**src/rtl/kw_pkg.sv**
```systemverilog
package kw_pkg;
  typedef enum logic [1:0] {
    KW_OFF  = 2'b00,
    KW_HIGH = 2'b01,
    KW_LOW  = 2'b10,
    KW_OFFX = 2'b11
  } kw_mode_e;

  function automatic logic kw_pin_hit(input logic [1:0] mode, input logic lvl);
    return ((mode == KW_HIGH) && lvl) || ((mode == KW_LOW) && !lvl);
  endfunction
endpackage

```
**src/rtl/kw_sync.sv**
```systemverilog
module kw_sync #(
  parameter int W = 4
) (
  input  logic         clk,
  input  logic         rst_n,
  input  logic [W-1:0] d_i,
  output logic [W-1:0] q_o
);
  logic [W-1:0] meta_q;
  logic [W-1:0] hold_q;

  for (genvar g = 0; g < W; g++) begin : g_bit
    always_ff @(posedge clk or negedge rst_n) begin
      if (!rst_n) begin
        meta_q[g] <= 1'b0;
        hold_q[g] <= 1'b0;
      end else begin
        meta_q[g] <= d_i[g];
        hold_q[g] <= meta_q[g];
      end
    end
  end

  assign q_o = hold_q;

  // second stage always takes the previous first-stage value
  p_two_stage_r1: assert property (@(posedge clk) disable iff (!rst_n)
    hold_q == $past(meta_q));
endmodule

```
**src/rtl/kw_tick.sv**
```systemverilog
module kw_tick #(
  parameter int DIV = 32000
) (
  input  logic clk,
  input  logic rst_n,
  output logic tick_o
);
  localparam int TW = (DIV > 1) ? $clog2(DIV) : 1;
  localparam logic [TW-1:0] LAST = TW'(DIV - 1);

  logic [TW-1:0] cnt_q, cnt_d;
  logic          cnt_en;

  assign tick_o = (cnt_q == LAST);
  assign cnt_en = 1'b1;

  always_comb begin
    cnt_d = cnt_q;
    if (cnt_en) cnt_d = tick_o ? '0 : cnt_q + 1'b1;
  end

  always_ff @(posedge clk or negedge rst_n) begin
    if (!rst_n) cnt_q <= '0;
    else        cnt_q <= cnt_d;
  end

  if (DIV > 1) begin : g_gap
    // ticks are separated by at least one idle cycle
    p_tick_gap_r3: assert property (@(posedge clk) disable iff (!rst_n)
      tick_o |=> !tick_o);
  end
endmodule

```
**src/rtl/kw_qual.sv**
```systemverilog
module kw_qual
  import kw_pkg::*;
#(
  parameter int N_PINS = 4,
  parameter int DEB_W  = 8
) (
  input  logic                  clk,
  input  logic                  rst_n,
  input  logic [N_PINS-1:0]     lvl_i,
  input  logic [2*N_PINS-1:0]   mode_i,
  input  logic [DEB_W-1:0]      deb_i,
  input  logic                  tick_i,
  output logic                  fire_o,
  output logic                  cond_o
);
  logic [N_PINS-1:0] hit;
  logic [DEB_W-1:0]  cnt_q, cnt_d;
  logic              done_q, done_d;

  for (genvar g = 0; g < N_PINS; g++) begin : g_pin
    assign hit[g] = kw_pin_hit(mode_i[2*g +: 2], lvl_i[g]);
  end

  assign cond_o = |hit;
  assign fire_o = cond_o && tick_i && !done_q && (cnt_q >= deb_i);

  always_comb begin
    cnt_d  = cnt_q;
    done_d = done_q;
    if (!cond_o) begin
      cnt_d  = '0;
      done_d = 1'b0;
    end else if (tick_i && !done_q) begin
      if (cnt_q >= deb_i) done_d = 1'b1;
      else                cnt_d  = cnt_q + 1'b1;
    end
  end

  always_ff @(posedge clk or negedge rst_n) begin
    if (!rst_n) begin
      cnt_q  <= '0;
      done_q <= 1'b0;
    end else begin
      cnt_q  <= cnt_d;
      done_q <= done_d;
    end
  end

  // a dropped condition restarts the debounce
  p_restart_r5: assert property (@(posedge clk) disable iff (!rst_n)
    !cond_o |=> (cnt_q == '0) && !done_q);
  // after a qualification no second one while the condition holds
  p_single_r10: assert property (@(posedge clk) disable iff (!rst_n)
    (fire_o && cond_o) |=> !fire_o);
endmodule

```
**src/rtl/keywake_top.sv**
```systemverilog
module keywake_top #(
  parameter int N_PINS      = 4,
  parameter int DEB_W       = 8,
  parameter int CLKS_PER_MS = 32000
) (
  input  logic                clk,
  input  logic                rst_n,
  input  logic [N_PINS-1:0]   pin_in,
  input  logic [2*N_PINS-1:0] pin_mode,
  input  logic [DEB_W-1:0]    deb_ms,
  input  logic                irq_en,
  input  logic                ack,
  output logic                wake_irq
);
  logic [N_PINS-1:0] pin_s;
  logic              tick;
  logic              fire;
  logic              cond;
  logic              pend_q, pend_d;

  kw_sync #(.W(N_PINS)) sync_i (
    .clk(clk), .rst_n(rst_n), .d_i(pin_in), .q_o(pin_s)
  );

  kw_tick #(.DIV(CLKS_PER_MS)) tick_i (
    .clk(clk), .rst_n(rst_n), .tick_o(tick)
  );

  kw_qual #(.N_PINS(N_PINS), .DEB_W(DEB_W)) qual_i (
    .clk(clk), .rst_n(rst_n), .lvl_i(pin_s), .mode_i(pin_mode),
    .deb_i(deb_ms), .tick_i(tick), .fire_o(fire), .cond_o(cond)
  );

  always_comb begin
    pend_d = (pend_q && !ack) || fire;
  end

  always_ff @(posedge clk or negedge rst_n) begin
    if (!rst_n) pend_q <= 1'b0;
    else        pend_q <= pend_d;
  end

  assign wake_irq = pend_q && irq_en;

  // pending survives until acknowledged
  p_sticky_r6: assert property (@(posedge clk) disable iff (!rst_n)
    (pend_q && !ack) |=> pend_q);
  // acknowledge without new qualification clears
  p_ack_clear_r6: assert property (@(posedge clk) disable iff (!rst_n)
    (ack && !fire) |=> !pend_q);
  // collision keeps the line raised
  p_collide_r8: assert property (@(posedge clk) disable iff (!rst_n)
    (ack && fire) |=> pend_q);
  // a new event only follows a qualifying tick with the condition true
  p_rise_r4: assert property (@(posedge clk) disable iff (!rst_n)
    $rose(pend_q) |-> $past(tick && cond));
endmodule

```
**config.mk**
```make
export PLATFORM = sky130hd
export DESIGN_NAME = keywake_top
export DESIGN_NICKNAME = d
export VERILOG_FILES = /design/src/rtl/kw_pkg.sv /design/src/rtl/kw_sync.sv /design/src/rtl/kw_tick.sv /design/src/rtl/kw_qual.sv /design/src/rtl/keywake_top.sv
export SDC_FILE = /design/constraint.sdc
export NUM_CORES = 1
export LEC_CHECK = 0
export ABC_AREA = 1
export BUFFER_PORTS_ARGS = -buffer_cell sky130_fd_sc_hd__buf_2
export CORE_ASPECT_RATIO = 0.75
export CORE_MARGIN = 4
export CORE_UTILIZATION = 57
export CTS_CLUSTER_SIZE = 12
export DETAILED_ROUTE_END_ITERATION = 10
export MAX_ROUTING_LAYER = met4
export PLACE_DENSITY = 0.79
export SYNTH_ARGS = -nofsm -noshare
export SYNTH_HDL_FRONTEND = slang
export SYNTH_SLANG_ARGS = --single-unit
```
**constraint.sdc**
```tcl
create_clock -name clk -period 2.7 [get_ports clk]
set_clock_uncertainty 0.15 [all_clocks]
set_input_delay 0.405 -clock clk [delete_from_list [all_inputs] [get_ports clk]]
set_output_delay 0.405 -clock clk [all_outputs]
set_load 0.01 [all_outputs]
```
== Word level (Yosys, flattened, before mapping) ==
Index checks and enable logic that the tools add are counted.

* Bitwise logic cells: 0
* Div/mod/pow operators: 0
* Reductions and logical operators: 28
* Muxes and demuxes: 7
* $lt $le $gt $ge: 1
* Shift operators: 0
* Eq/ne operators: 12
* $add $sub $neg: 2
* Multiply operators: 0

{| class="wikitable"
|+ Operators by type and width
! operator !! count
|-
| 2-to-1 mux 8 bit || 3
|-
| adder 15 x 1 -> 15 bit (second input constant) || 1
|-
| equality test 15 bit (second input constant) || 1
|-
| 2-to-1 mux 15 bit || 1
|-
| logical AND 1 bit || 14
|-
| adder 8 x 1 -> 8 bit (second input constant) || 1
|-
| equality test 2 x 1 -> 1 bit (second input constant) || 4
|-
| equality test 2 bit (second input constant) || 4
|-
| >= comparator 8 bit || 1
|-
| logical NOT 1 bit || 6
|-
| inequality test 2 bit (second input constant) || 3
|-
| logical OR 1 bit || 5
|-
| AND reduction 2 bit || 2
|-
| OR reduction 4 bit || 1
|-
| 2-to-1 mux 1 bit || 3
|}

* Logic and storage cells: 62
* ROM bits: 0
* Memory bits (writable): 0
* Bits of input ports: 24
* Register bits: 33
* Latch bits: 0
* Memories: 0

== Longest topological paths before layout ==
* Depth in word-level cells: 8
* Mapped depth: 13
* Mapped depth without buffers: 13

== By module ==
A second synthesis with hierarchy kept.

* Cell total of the unflattened synthesis: 266
* Area, all modules: 1,974.4 um^2

{| class="wikitable"
|+ Modules (own cells, without submodules)
! module !! cells an instance !! area an instance (um^2) !! seq. area each (um^2) !! instances
|-
| kw_qual || 142 || 907.1 || 225.2 || 1
|-
| kw_tick || 109 || 819.5 || 375.4 || 1
|-
| kw_sync || 8 || 200.2 || 200.2 || 1
|-
| keywake_top || 7 || 47.5 || 25.0 || 1
|}

== Least setup slack after synthesis ==
OpenSTA, ideal clock, no wires.

* Path type: input -> register
* Start point: input port deb_ms[3]
* End point: register qual_i.cnt_q[2]
* Stages: 12
* Setup time: 117 ps
* Required time: 2,433 ps
* Path slack: 1,071 ps
* Arrival: 1,363 ps
* Cells stage by stage: inv_1 -> ha_1 -> nand2_1 -> nor2_1 -> nor2_1 -> nand2_1 -> nand2_1 -> nand2_1 -> nand2_4 -> nand2_4 -> nand2_1 -> nand2_1

* Cells in the longest elaborated chain, start to end: 3

{| class="wikitable"
|+ RTL lines
! what !! RTL line !! source
|-
| from (decl) || keywake_top.sv:10 || <nowiki>input logic [DEB_W-1:0] deb_ms,</nowiki>
|-
| >= comparator 8 bit || kw_qual.sv:34 || <nowiki>if (cnt_q >= deb_i) done_d = 1'b1;</nowiki>
|-
| inequality test 2 bit (no line) || -- ||
|-
| AND reduction 2 bit (no line) || -- ||
|-
| to (signal assigned) || kw_qual.sv:44 || <nowiki>cnt_q <= cnt_d;</nowiki>
|-
| to (decl) || kw_qual.sv:17 || <nowiki>logic [DEB_W-1:0] cnt_q, cnt_d;</nowiki>
|}

No other way between the ends.
A chain may end at the register's enable or synchronous reset.

== Final worst setup path ==
* Start point: register qual_i.cnt_q[3]
* End point: register qual_i.cnt_q[7]

* Cells in the longest elaborated chain, start to end: 4

{| class="wikitable"
|+ RTL lines
! what !! RTL line !! source
|-
| adder 8 x 1 -> 8 bit || kw_qual.sv:35 || <nowiki>else cnt_d = cnt_q + 1'b1;</nowiki>
|-
| 2-to-1 mux 8 bit || kw_qual.sv:34 ||
|-
| 2-to-1 mux 8 bit || kw_qual.sv:33 || <nowiki>end else if (tick_i && !done_q) begin</nowiki>
|-
| 2-to-1 mux 8 bit || kw_qual.sv:30 || <nowiki>if (!cond_o) begin</nowiki>
|}

Several ways; a longest one is shown, not always the timed one. The select of a mux whose other input is x is not followed.

==> impl_metrics.tcl <==
set metrics [dict create \
    antenna_found_initial 0 \
    yosys_warnings 0 \
    synth.cell_area_um2 2000 \
    required_ns 2.72 \
    avgSynthCellArea_um2 8.06 \
    period_share_pct 67.2 \
    cts.sinks 33 \
    clockBufferDepth 2 \
    hold_buffers 0 \
    h-tree-depth 2 \
    track_usage_pct 19.3 \
    diodes 0 \
    finalHoldViolations 0 \
    antenna_left 0 \
    io_buffers 24 \
    drt_iter0_markers 202 \
    grt_max_degree 34 \
    gp_congestion 0.876 \
    wl_per_cell_um 11.9 \
    dp_slack_ns 0.842 \
    crit_path_end_kind "flop" \
    timing.hold.ws_ns 0.0235 \
    syn-instance-count 248 \
    wirelength_mm 3.79 \
    setup_violations 0 \
    postCtsSetupBuffers 0 \
    seq_area_frac_synth_pct 41.3 \
    nFillCells 285 \
    root_buffer "clkbuf_8" \
    grt_pass1_wl_mm 6.58 \
    rows 18 \
    p_leak_nw 1.24 \
    grt_pass1_vias 1442 \
    numCtsBuffers 5 \
    num_vias 1622 \
    ios 25 \
    postLayoutCoreUtil_pct 68.4 \
    dr.pass1.iters 4 \
    final-max-slew-violation-count 0 \
    clk-insertion-delay-late_ns 0.28 \
    powerDensity_nw_per_um2 582 \
    drc 0 \
    syn-num-nets 282 \
    coreArea_um2 3330 \
    synth_cell_type_count 31 \
    clk_pin_slew_ns 0.07 \
    maxCapViolations 0 \
    fin_ws_ns 0.885 \
    drive_gt1_share_pct 18.6 \
    run_status "completed" \
    max-vdd-ir-drop_v 0.000346 \
    die_w_um 76.4 \
    post_cts_resized 0 \
    die_y_um 59.3 \
    fp.dieArea_um2 4530 \
    tns_ns 0 \
    layout.nets 312 \
    vias_per_cell 5.08 \
    tightest_slew_ns 0.715 \
    crit_type "flop to flop" \
    fmaxAchievable_mhz 551 \
    start_kind "flop" \
    cts_tree "built" \
    path_max_fanout 9 \
    slew_headroom_pct 52.4 \
    min_period_ns 1.81 \
    start_util_pct 60.0 \
    synth-seq-cells 33 \
    hp-class "input port to asynchronous set/reset pin" \
    cp.arrival_ns 1.83 \
    hpwl_mm 2.91 \
    synthToLayoutAreaGrowth_pct 14.0 \
    rsz0062_at_grt "false" \
    grt.overflow.total 0 \
]
[cell usage after synthesis]
master	number	area share, %
nor2_2	2	0.63
nand3_1	18	4.5
ha_1	10	6.3
nor3_1	5	1.3
nand3_2	2	1.0
nand2_1	65	12
nand3b_1	4	1.5
o21ai_1	1	0.25
inv_1	36	6.8
nand2_4	5	2.8
nand2_2	1	0.31
and3_1	1	0.31
xor2_1	7	3.1
nand3_4	1	0.88
o21a_1	1	0.38
inv_2	2	0.38
xnor2_1	3	1.3
a21oi_1	13	3.3
nor3_2	1	0.50
nor2_8	1	1.0
nor3_4	1	0.81
or2_2	1	0.31
dfrtp_1	33	41
nand4_4	1	1.1
nor2_4	2	1.1
o21ai_0	2	0.50
and3_2	1	0.38
nor2_1	24	4.5
buf_4	1	0.38
o21bai_1	2	0.75
nand4_1	1	0.31
[path summary, 6_finish.rpt]
kind | startpoint | end | slack [ns] | cells past startpoint
min in group clk | pin_in[2] | sync_i.meta_q[2]$_DFF_PN0_ | 0.08 | 1
max reg2reg | qual_i.cnt_q[3]$_DFFE_PN0P_ | qual_i.cnt_q[7]$_DFFE_PN0P_ | 0.89 | 11
max | qual_i.cnt_q[3]$_DFFE_PN0P_ | qual_i.cnt_q[7]$_DFFE_PN0P_ | 0.89 | 11
min reg2reg | sync_i.meta_q[0]$_DFF_PN0_ | sync_i.q_o[0]$_DFF_PN0_ | 0.21 | 0
max in group asynchronous | rst_n | sync_i.q_o[2]$_DFF_PN0_ | 1.91 | 1
min | rst_n | tick_i.cnt_q[6]$_DFF_PN0_ | 0.02 | 1
[power breakdown]
group          total [mW]  switching (mW)  internal (mW)
sequential          0.586          0.0510          0.534
combinational       0.267           0.156          0.110
clock               0.474           0.173          0.301
total                1.33           0.380          0.946
[area by class of cell]
cell class / count / area [µm²] / area share, %
tap: 40 / 50.0 / 2.20
multi-input combinational: 176 / 1020 / 44.9
sequential: 33 / 826 / 36.2
clock buffer: 7 / 86.3 / 3.79
clock inverter: 1 / 30.0 / 1.32
inverter: 38 / 143 / 6.26
timing repair buffer: 24 / 120 / 5.27
[stage by stage]
stage,instance area (µm²),std cells,total power [mW]
after CTS,2280,319,1.34
final,2280,319,1.33
after floorplan,2000,248,0.778
after detailed placement,2160,311,0.861
after global placement,2160,311,0.848
after global routing,2280,319,1.41
[flip-flops by register name (all words and copies together) (netlist names)]
register / flops
pend_q: 1
tick_i.cnt_q: 15
qual_i.cnt_q: 8
qual_i.done_q: 1
sync_i.q_o: 4
sync_i.meta_q: 4
[critical path, cell delays in order, from the launching register on]
cell and delay [ns]:
dfrtp_1 0.44, ha_1 0.31, nand2_1 0.09, nor2_1 0.05
nor2_1 0.10, nand2_1 0.07, nand2_1 0.06, nand2_1 0.09
nand2_4 0.13, nand2_4 0.09, nand2_1 0.06, nand2_1 0.06
[routing by layer]
metal	vias to the layer above	wire length (µm)	GRT usage [%]
li1	841	-	-
met4	0	24	6.98
met5	-	0	-
met3	2	207	5.02
met1	735	1960	27.4
met2	44	1590	26.7
[cells in the final DEF (no fill, tap or decap), drive strengths merged]
cell | synthesis | final
a21oi | 13 | 13
nand2 | 71 | 71
bufinv | 0 | 1
nor2 | 29 | 29
o21a | 1 | 1
or2 | 1 | 1
xnor2 | 3 | 3
clkbuf | 0 | 7
xor2 | 7 | 7
nor3 | 7 | 7
buf | 1 | 24
nand4 | 2 | 2
nand3 | 21 | 21
o21ai | 3 | 3
ha | 10 | 10
dfrtp | 33 | 33
nand3b | 4 | 4
o21bai | 2 | 2
and3 | 2 | 2
inv | 38 | 38
[cell families (layout without fill, tap and decap cells)]
logic type	Yosys count	in the layout	synth area share, %
simple gates	137	137	35.4
flops	33	33	41.3
buf+inv	39	70	7.51
xor+xnor	10	10	4.38
compound gates	19	19	5.13
fa+ha+maj	10	10	6.26
No activity file was read; power rests on OpenSTA's default activity.
